--- config.mk ---
export PLATFORM = sky130hd
export DESIGN_NAME = pio_data_port
export DESIGN_NICKNAME = d
export VERILOG_FILES = /design/src/rtl/pio_pkg.sv /design/src/rtl/pio_sync.sv /design/src/rtl/pio_decode.sv /design/src/rtl/pio_out_reg.sv /design/src/rtl/pio_data_port.sv
export SDC_FILE = /design/constraint.sdc
export NUM_CORES = 1
export LEC_CHECK = 0
export CAP_MARGIN = 20
export CORE_MARGIN = 2
export CORE_UTILIZATION = 40
export CTS_CLUSTER_DIAMETER = 120
export DETAILED_ROUTE_END_ITERATION = 10
export DONT_BUFFER_PORTS = 1
export HOLD_SLACK_MARGIN = 0.12
export PLACE_DENSITY = 0.55
export SKIP_LAST_GASP = 1
export SYNTH_ARGS = -nofsm -noshare
export SYNTH_HDL_FRONTEND = slang
export SYNTH_SLANG_ARGS = --single-unit
--- constraint.sdc ---
create_clock -name clk -period 1.4 [get_ports clk]
set_input_delay 0.07 -clock clk [delete_from_list [all_inputs] [get_ports clk]]
set_output_delay 0.07 -clock clk [all_outputs]
set_load 0.05 [all_outputs]
--- src/rtl/pio_pkg.sv ---
// Package: shared widths and register offsets of the port data block.
// Assumes word-aligned byte addresses on an 8-bit address bus.
package pio_pkg;
    localparam int unsigned PIO_ADDR_W = 8;
    localparam logic [PIO_ADDR_W-1:0] OFS_DATA   = 8'h00;
    localparam logic [PIO_ADDR_W-1:0] OFS_SETM   = 8'h04;
    localparam logic [PIO_ADDR_W-1:0] OFS_CLRM   = 8'h08;
    localparam logic [PIO_ADDR_W-1:0] OFS_TOGM   = 8'h0C;
    localparam logic [PIO_ADDR_W-1:0] OFS_INPUT  = 8'h10;

    typedef enum logic [2:0] {
        OP_NONE  = 3'd0,
        OP_LOAD  = 3'd1,
        OP_SET   = 3'd2,
        OP_CLEAR = 3'd3,
        OP_FLIP  = 3'd4
    } pio_op_e;
endpackage

--- src/rtl/pio_sync.sv ---
// Module: pio_sync
// Brings WIDTH asynchronous lines into the clock domain through STAGES flops.
// Assumes each line is a level that is held for longer than STAGES cycles.
module pio_sync #(
    parameter int unsigned WIDTH  = 32,
    parameter int unsigned STAGES = 2
) (
    input  logic             clk,
    input  logic             rst_n,
    input  logic [WIDTH-1:0] async_in,
    output logic [WIDTH-1:0] sync_out
);
    logic [WIDTH-1:0] chain [STAGES];

    // Shift the line levels along the flop chain, resetting to zero.
    always_ff @(posedge clk) begin
        if (!rst_n) begin
            for (int i = 0; i < STAGES; i++) chain[i] <= '0;
        end else begin
            chain[0] <= async_in;
            for (int i = 1; i < STAGES; i++) chain[i] <= chain[i-1];
        end
    end

    assign sync_out = chain[STAGES-1];

    // a stable input reaches the output after two edges.
    if (STAGES == 2) begin : g_chk2
        assert_sync_latency_R6: assert property (@(posedge clk) disable iff (!rst_n)
            $stable(async_in) && $past(rst_n) |=> sync_out == $past(async_in))
            else $error("sync latency");
    end
endmodule

--- src/rtl/pio_decode.sv ---
// Module: pio_decode
// Turns a bus strobe and an address into one update operation for the output
// register. Assumes aligned addresses; an unmapped or read-only write is OP_NONE.
module pio_decode
    import pio_pkg::*;
(
    input  logic [PIO_ADDR_W-1:0] addr,
    input  logic                  wr,
    output pio_op_e               op
);
    // Select the output update for this bus cycle.
    always_comb begin
        op = OP_NONE;
        if (wr) begin
            unique case (addr)
                OFS_DATA: op = OP_LOAD;
                OFS_SETM: op = OP_SET;
                OFS_CLRM: op = OP_CLEAR;
                OFS_TOGM: op = OP_FLIP;
                default:  op = OP_NONE;
            endcase
        end
    end
endmodule

--- src/rtl/pio_out_reg.sv ---
// Module: pio_out_reg
// Holds the output word and applies load, set, clear and toggle updates.
// Assumes at most one operation per cycle, which the decoder provides.
module pio_out_reg
    import pio_pkg::*;
#(
    parameter int unsigned WIDTH = 32
) (
    input  logic             clk,
    input  logic             rst_n,
    input  pio_op_e          op,
    input  logic [WIDTH-1:0] value,
    output logic [WIDTH-1:0] q
);
    logic [WIDTH-1:0] nxt;

    // Work out the next output word from the operation and the mask.
    always_comb begin
        unique case (op)
            OP_LOAD:  nxt = value;
            OP_SET:   nxt = q | value;
            OP_CLEAR: nxt = q & ~value;
            OP_FLIP:  nxt = q ^ value;
            default:  nxt = q;
        endcase
    end

    // Register the output word; reset clears it.
    always_ff @(posedge clk) begin
        if (!rst_n) q <= '0;
        else        q <= nxt;
    end

    assert_reset_zero_R1: assert property (@(posedge clk)
        !rst_n |=> q == '0) else $error("reset value");
    assert_idle_hold_R9: assert property (@(posedge clk) disable iff (!rst_n)
        op == OP_NONE |=> $stable(q)) else $error("hold");
    assert_set_bits_R3: assert property (@(posedge clk) disable iff (!rst_n)
        op == OP_SET |=> ((q & $past(value)) == $past(value))
                      && ((q & ~$past(value)) == ($past(q) & ~$past(value))))
        else $error("set");
    assert_clear_bits_R4: assert property (@(posedge clk) disable iff (!rst_n)
        op == OP_CLEAR |=> ((q & $past(value)) == '0)
                        && ((q & ~$past(value)) == ($past(q) & ~$past(value))))
        else $error("clear");
    assert_toggle_bits_R5: assert property (@(posedge clk) disable iff (!rst_n)
        op == OP_FLIP |=> (q ^ $past(q)) == $past(value)) else $error("toggle");
endmodule

--- src/rtl/pio_data_port.sv ---
// Module: pio_data_port
// 32-line output and input data block on a simple register bus. Writes act at
// the strobe edge, reads are combinational. Assumes word-aligned addresses.
module pio_data_port
    import pio_pkg::*;
#(
    parameter int unsigned NPINS     = 32,
    parameter int unsigned SYNC_DEPTH = 2
) (
    input  logic                  clk,
    input  logic                  rst_n,
    input  logic [PIO_ADDR_W-1:0] bus_addr,
    input  logic                  bus_wr,
    input  logic [NPINS-1:0]      bus_wdata,
    output logic [NPINS-1:0]      bus_rdata,
    input  logic [NPINS-1:0]      pin_in,
    output logic [NPINS-1:0]      pin_out
);
    pio_op_e          op;
    logic [NPINS-1:0] out_q;
    logic [NPINS-1:0] in_sync;

    pio_decode u_dec (.addr(bus_addr), .wr(bus_wr), .op(op));

    pio_out_reg #(.WIDTH(NPINS)) u_out (
        .clk(clk), .rst_n(rst_n), .op(op), .value(bus_wdata), .q(out_q));

    pio_sync #(.WIDTH(NPINS), .STAGES(SYNC_DEPTH)) u_sync (
        .clk(clk), .rst_n(rst_n), .async_in(pin_in), .sync_out(in_sync));

    // Read multiplexer: the mask words and unmapped addresses return zero.
    always_comb begin
        unique case (bus_addr)
            OFS_DATA:  bus_rdata = out_q;
            OFS_INPUT: bus_rdata = in_sync;
            default:   bus_rdata = '0;
        endcase
    end

    assign pin_out = out_q;

    assert_load_word_R2: assert property (@(posedge clk) disable iff (!rst_n)
        bus_wr && bus_addr == OFS_DATA |=> pin_out == $past(bus_wdata))
        else $error("load");
    assert_ro_write_R8: assert property (@(posedge clk) disable iff (!rst_n)
        bus_wr && bus_addr > OFS_TOGM |=> $stable(pin_out)) else $error("ro write");
    always_comb begin
        if (rst_n && (bus_addr == OFS_SETM || bus_addr == OFS_CLRM || bus_addr == OFS_TOGM))
            assert_mask_read_zero_R7: assert (bus_rdata == '0) else $error("mask read");
    end
endmodule

* Yosys cells after proc, flatten, opt, wreduce, memory -nomap -nowiden
Memories as Yosys holds them, arrays and structs flattened.
Index checks and enable logic that the tools add are counted.
** Word-level totals
- Flip-flop bits (word level) :: 32
- Bits in writable memories :: 64
- Bits of input ports :: 75
- Output and inout bits :: 64
- Word-level logic and storage cells :: 26
- Memories :: 1
** Operators by class
- Equality and inequality tests :: 8
- Multiplexer cells :: 8
- Bitwise operators :: 6
- Reduce and logical (&&, ||, !) cells :: 2
** Memory list
- u_sync.chain :: words 2, width 32, read ports 2, clocked after Yosys merged registers in 0, write ports 2, RTL line pio_sync.sv:13 : logic [WIDTH-1:0] chain [STAGES];
** Operators by type and width (number)
- 32-bit one-hot mux with 4 select lines :: 1
- 32-bit 2-to-1 mux :: 2
- 32-bit one-hot mux with 2 select lines :: 1
- 32-bit AND :: 1
- 32-bit NOT :: 1
- 32-bit OR :: 1
- 32-bit XOR :: 1
- 8-bit by 4-bit == test with 1-bit output (second input constant) :: 2
- 3-bit one-hot mux with 4 select lines :: 1
- 8-bit by 3-bit == test with 1-bit output (second input constant) :: 1
- 8-bit by 5-bit == test with 1-bit output (second input constant) :: 1
- 8-bit zero test :: 1
- 3-bit by 2-bit == test with 1-bit output (second input constant) :: 2
- 4-bit nonzero test :: 1
- 3-bit by 1-bit == test with 1-bit output (second input constant) :: 1
- 3-bit == test (second input constant) :: 1
- 3-bit 2-to-1 mux :: 1
- 1-bit 2-to-1 mux :: 2
- 1-bit OR :: 2

* Longest topological paths before layout
Gate-level depths: netlist of run 1.
- Depth in word-level cells :: 5
- Depth in mapped cells :: 5
- Depth with buffers taken out :: 5

* By module
Synthesis of run 1 repeated with hierarchy kept, for this count alone.
** Unflattened totals
- Cell total of the unflattened synthesis :: 653
- Area total of the unflattened synthesis :: 6368.6 um^2
** By module, submodules not included
- pio_out_reg :: instances 1, cells each 402, area each 3559.7 um^2, seq. area each 640.6 um^2
- pio_sync :: instances 1, cells each 166, area each 2031.9 um^2, seq. area each 1281.2 um^2
- pio_data_port :: instances 1, cells each 78, area each 729.4 um^2, seq. area each 0.0 um^2
- pio_decode :: instances 1, cells each 7, area each 47.5 um^2, seq. area each 0.0 um^2

* Least setup slack after synthesis of run 1
No wires, ideal clock.
- Path kind :: flip-flop to flip-flop
- Start :: register u_out.q[10]
- End :: register u_out.q[10]
- Setup time :: 117 ps
- Data arrival time :: 1590 ps
- Data required time :: 1283 ps
- Setup slack :: -307 ps
- Stages on the path, launching flop included :: 5
- Buffers on the path :: 0
- Period minus slack after synthesis :: 1707 ps
- Path through :: dfxtp_1 > inv_1 > ha_1 > mux4_2 > o2bb2ai_1
** Between the ends
- Cells in the longest elaborated chain, start to end :: 2
- Elaborated cells between the ends (all ways) :: 4
- Classes of those cells :: mux (1); bitwise (3)
** Ends and longest elaborated chain
- from (decl) :: RTL line pio_out_reg.sv:13 : output logic [WIDTH-1:0] q
- from (signal assigned) :: RTL line pio_out_reg.sv:31 : else q <= nxt;
- 32-bit XOR (tied with other cells) :: RTL line pio_out_reg.sv:23 : OP_FLIP: nxt = q ^ value;
- 32-bit one-hot mux with 4 select lines (*) :: RTL line pio_out_reg.sv:19 : unique case (op)
Mark *: on every way between the ends. The rest lies on a longest branch, timed or not.
A chain may end at the register's enable or synchronous reset.

* Worst setup path in the final report of run 1
Ends and elaborated chain as after synthesis.

==> results of run 1 <==
cell families (layout without fill, tap and decap cells):
family	after synthesis	after routing	synth area share, %
buf+inv	129	232	9.917
fa+ha+maj	64	64	15.22
mux	64	64	19.79
simple gates	134	134	13.22
compound gates	32	32	5.327
flops	96	96	36.53
stage by stage:
stage | total power, mW | std cells | worst slack [ns] | instance area (um^2)
2_1_floorplan | 3.325 | 519 | -0.07715 | 6006
3_3_place_gp | 3.276 | 726 | 0.06697 | 6930
3_5_place_dp | 3.305 | 726 | 0.04720 | 6930
4_1_cts | 6.030 | 792 | -0.02789 | 7895
5_1_grt | 6.223 | 794 | -0.01727 | 7995
6_report | 5.964 | 794 | 0.04506 | 7995
registers in the layout (all words and copies together) (netlist names):
register	cells
u_out.q	32
u_sync.chain	64
critical path: stages (launching register included):
cell       delay (ns)
dfxtp_4          0.37
inv_1            0.04
ha_1             0.25
mux4_2           0.46
o2bb2ai_1        0.13
synthesized netlist by cell type:
cell type / number
buf_4: 1
mux4_2: 32
or4b_4: 1
nor2_1: 32
nor4_1: 1
nor3_4: 1
dfxtp_1: 96
buf_6: 3
ha_1: 64
clkbuf_1: 16
inv_1: 97
nor2_2: 1
nand2_1: 32
buf_2: 9
mux2i_1: 32
and2_1: 64
o2bb2ai_1: 32
nand2b_1: 1
or3_1: 1
buf_1: 3
where the power goes:
part	leakage [nW]	internal, mW	total (mW)	switching [mW]
combinational	2.27	0.399	0.642	0.242
sequential	0.813	2.76	2.79	0.0287
clock	0.157	1.47	2.53	1.06
per-layer routing:
layer	wire [um]	part of all wire, %	track usage [%]	up-vias
met5	0	0	0	-
met3	813	6.1	5.019	13
met4	219	1.6	7.068	0
met2	6606	50	32.22	97
met1	5681	43	23.14	1926
li1	-	-	-	1886
final timing paths:
check	start	end	slack [ns]	cells after the start
worst max-delay path	u_out.q[10]	u_out.q[10]	0.05	4
worst min-delay path	bus_addr[3]	u_out.q[11]	0.006	2
worst max register to register	u_out.q[10]	u_out.q[10]	0.05	4
worst min register to register	u_sync.chain[0][15]	u_sync.chain[0][47]	0.43	1
cell type report:
class	instances	area [um^2]
Clock buffer	13	292.8
Clock inverter	3	17.52
Fill cell	1049	4727
Inverter	97	364.1
Multi-Input combinational cell	294	3600
Sequential cell	96	2042
Tap cell	172	215.2
Timing Repair Buffer	119	1464
repair_timing:
item                                   in CTS  in global routing
pin swaps                                   0                  1
cloned                                      0                  2
setup endpoints to repair                  13                 26
resized for setup                          23                 19
endpoints found under the hold margin      96                 32
==> impl_metrics.ini, run 1 <==
[sta]
post-route-min-period_ns = 1.355
fmax_ghz = 0.7380
tns_ns = 0
fin_worst_skew_ns = 0.003087
setup_viol = 0
timing.hold.ws_ns = 0.006053
slew_viol_final = 0
worstMarginPinSlew_ns = 0.3058
final-hold-violation-count = 0
rsz0062_at_grt = yes
slew_headroom_pct = 79.03
finalCritPeriodShare_pct = 96.78

[finish]
drive_gt1_share_pct = 41.48
final_core_util_pct = 62.84
final_cell_mix = inv_1 (66), and2_1 (64), dfxtp_1 (64), dlygate4sd3_1 (48), ha_1 (33)
areaGrowthSynthToFinish_pct = 51.96
final_nets = 756
final_common_cell = inv_1
n_antenna_cell = 0

[worst_setup_path]
worstPathArrival_ns = 1.59
path_max_fanout = 5
start_kind = register
end_kind = register
required_ns = 1.64
crit_type = reg2reg

[placement]
gp_congestion = 0.6848
dp_hpwl_um = 8147
port_buffers = 0

[cts]
htreeDepth = 3
postCtsHoldBufs = 50
numCtsBuffers = 9
clock_latency_ns = 0.35
root_buffer = clkbuf_16
cts_sinks = 96
cts_setup_buffers = 0
clkSlewWorstSetupHoldPaths_ns = 0.06
clk_path_buf_depth = 2
cts_tree = yes

[power_and_ir_drop]
p_leak_nw = 3.241
p_per_area_mw_per_mm2 = 745.9
ir_drop_v = 0.0004658

[drt]
avgRoutedWirePerCell_um = 16.78
drtIter0Drc = 148
firstDrtPassIters = 4
ant_nets = 0
route.detailed.drc = 0
via_count = 3922
viasPerCell = 4.940
wl_um = 13320

[yosys]
syn-num-nets = 658
avgSynthCellArea_um2 = 10.14
synth.area.top_cells = dfxtp_1 (37%), ha_1 (15%), mux4_2 (14%), and2_1 (7.6%), inv_1 (6.9%)
yosysTopAreaCellShare_pct = 36.53
yosysTopAreaCell = dfxtp_1
ys_warn_count = 0
synth_seq_cells = 96
synthesis.area_mm2 = 0.005261
syn_inst = 519
ys_seq_area_share_pct = 36.53
ys_types = 20

[global_routing]
grt-ovfl-total = 0
grt_pass1_wl_um = 20900
grt_start_max_net_pins = 80
antenna_found_initial = 0
grt_use_total_pct = 19.03
grt_pass1_vias = 4073

[floorplan]
ios = 139
die_area_mm2 = 0.01409
initial_core_util_pct = 41.36
rows = 41
core-area_mm2 = 0.01272
die_x_um = 118.7
die_y_um = 118.7

[run]
cap_violations = 0

[min_path]
hold_path.class = in2reg

[status]
status = finished, final reports clean
Power figures use the tool's default switching activity.
==> run 2, diff against run 1 <==
SYNTH_HIERARCHICAL = 1   (was default)
==> impl_metrics.ini, run 2 <==
[status]
status = finished with violations
violations = setup timing

[drt]
via_count = 5334
drtIter0Drc = 311
avgRoutedWirePerCell_um = 20.38
viasPerCell = 5.443
wl_um = 19970
route.detailed.drc = 0
firstDrtPassIters = 5
ant_nets = 0

[sta]
fmax_ghz = 0.5698
slew_viol_final = 0
timing.hold.ws_ns = 0.1208
slew_headroom_pct = 73.77
post-route-min-period_ns = 1.755
finalCritPeriodShare_pct = 125.3
fin_ws_ns = -0.3549
worstMarginPinSlew_ns = 0.3881
rsz0062_at_grt = yes
final-hold-violation-count = 0
fin_worst_skew_ns = 0.009734
setup_viol = 43

[finish]
final_cell_mix = dfxtp_1 (68), buf_12 (67), inv_1 (64), ha_1 (64), and2_2 (64)
final_core_util_pct = 64.77
drive_gt1_share_pct = 48.17
areaGrowthSynthToFinish_pct = 59.80
fin_area_mm2 = 0.01018
final_nets = 898
n_antenna_cell = 0
top_register = u_sync/chain
reg.largest.list = u_sync/chain x64, u_out/q x32
largest_reg_flops = 64
final_common_cell = dfxtp_1

[floorplan]
ios = 139
core-area_mm2 = 0.01571
initial_core_util_pct = 40.53
die_x_um = 130.2
die_area_mm2 = 0.01695
die_y_um = 130.2
rows = 46

[worst_setup_path]
crit_buf_inv = 3
end_kind = register
crit_family = simple AND/OR/NAND/NOR gates
r2r-start = u_out/q[8]
crit_chain = or4b_4 > nor3_4 > buf_6 > buf_6 > clkbuf_16 > nor4b_1 > nor4_1 > o221a_1
worst-r2r-setup-slack_ns = -0.12
worstPathArrival_ns = 2.03
path_max_fanout = 9
ff2ff_path_depth = 5
worstSetupPathDepth = 8
slowest_stage = or4b_4
crit_type = in2reg
path_common_cell = buf_6
cp-endpoint = u_out/q[8]
r2r_end = u_out/q[8]
cpPeakStageDelay_ns = 0.58
required_ns = 1.67
start_kind = primary input
critPathLaunch = bus_addr[6]

[yosys]
ys.flop_type = dfxtp_1
synth.area.top_cells = dfxtp_1 (30%), ha_1 (13%), and2_2 (7.5%), o221a_1 (5.7%), mux2i_1 (5.0%)
syn_inst = 653
synth_common_cells = dfxtp_1 (96), and2_2 (64), ha_1 (64), inv_1 (64)
yosysTopAreaCellShare_pct = 30.18
ys_types = 28
ys_seq_area_share_pct = 30.18
avgSynthCellArea_um2 = 9.753
synthesis.area_mm2 = 0.006369
synth_seq_cells = 96
syn-num-nets = 792
yosysTopAreaCell = dfxtp_1
ys_warn_count = 6
synth-async-reset-ratio_pct = 0
yosysMostFrequentCell = dfxtp_1
synth_edf_count = 0

[cts]
cts_tree = yes
clock_latency_ns = 0.35
root_buffer = clkbuf_16
clk_path_buf_depth = 2
htreeDepth = 3
cts_sinks = 96
numCtsBuffers = 9
clkSlewWorstSetupHoldPaths_ns = 0.07

[global_routing]
grt_start_max_net_pins = 80
grt_use_total_pct = 21.84
grt_pass1_wl_um = 28920
grt-ovfl-total = 0
grt_pass1_vias = 5367
antenna_found_initial = 0

[placement]
port_buffers = 0
dp_hpwl_um = 11540
placed_area_mm2 = 0.007676
gp_congestion = 0.7917
pre_cts_ws_ns = -0.6775

[min_path]
hp-start = bus_wdata[2]
hold_path.class = in2reg

[power_and_ir_drop]
p_per_area_mw_per_mm2 = 642.9
ir_drop_v = 0.0007187
p_leak_nw = 4.289
total_power_mw = 6.543

[run]
cap_violations = 0
-- run 2: area by class of cell --
type,instances,area [um^2]
clock buffers,10,229.0
clock inverters,6,112.6
fillers,1148,5535
inverters,64,240.2
multi-input cells,398,4561
flip-flops and latches,96,1964
well taps,216,270.3
repair buffers,190,2800
-- run 2: through the flow --
stage          std cells  setup TNS, ns
3_5_place_dp         874         -19.53
4_1_cts              968         -6.534
2_1_floorplan        653         -13.80
5_1_grt              980         -9.820
6_report             980         -7.741
3_3_place_gp         874         -18.40
-- run 2: kinds of logic (layout without fill, tap and decap cells) --
logic type | count (synthesis) | after routing | synth area share, %
AO/OA/AOI/OAI | 32 | 32 | 5.658
XOR/XNOR | 2 | 2 | 0.3930
adder cells (fa/ha/maj) | 64 | 64 | 12.57
buffers and inverters | 159 | 270 | 13.32
flip-flops | 96 | 96 | 30.18
multiplexers | 32 | 32 | 5.030
AND/OR/NAND/NOR | 268 | 268 | 32.85
-- run 2: worst min path at each step --
stage                               end  slack, ns  cells after the start
floorplan                   u_out/q[19]       0.20                      1
global placement     u_sync/chain[0][6]       0.21                      1
detailed placement  u_sync/chain[0][25]       0.21                      1
CTS                          u_out/q[8]       0.12                      3
global route                 u_out/q[2]       0.13                      3
finish                       u_out/q[2]       0.12                      3
-- run 2: routing by layer --
layer / wire, um / global-route usage [%] / vias to the layer above
met3: 1351 / 5.781 / 24
met1: 8731 / 28.93 / 2618
met5: 0 / 0 / -
li1: - / - / 2515
met2: 9551 / 35.36 / 177
met4: 336 / 5.819 / 0
-- run 2: tightest hold or removal path: cells and delay by family --
family	cells	cell delay (ns)
AOI/OAI and AO/OA	1	0.20
buffers and inverters	1	0.08
and+or+nand+nor	1	0.06
-- run 2: what timing repair did --
action | CTS | global route
endpoints found under the hold margin | 96 | 0
hold buffers | 61 | 0
setup buffers | 12 | 5
setup endpoints to repair | 57 | 63
pin swaps | 15 | 50
cloned | 5 | 9
resized for setup | 86 | 150
-- run 2: power breakdown --
part           switching [mW]  total (mW)  internal (mW)  leakage (nW)
logic                   0.359       0.783          0.424          3.32
registers              0.0460        2.87           2.82         0.803
clock network            1.13        2.89           1.76         0.167
total                    1.54        6.54           5.00          4.29
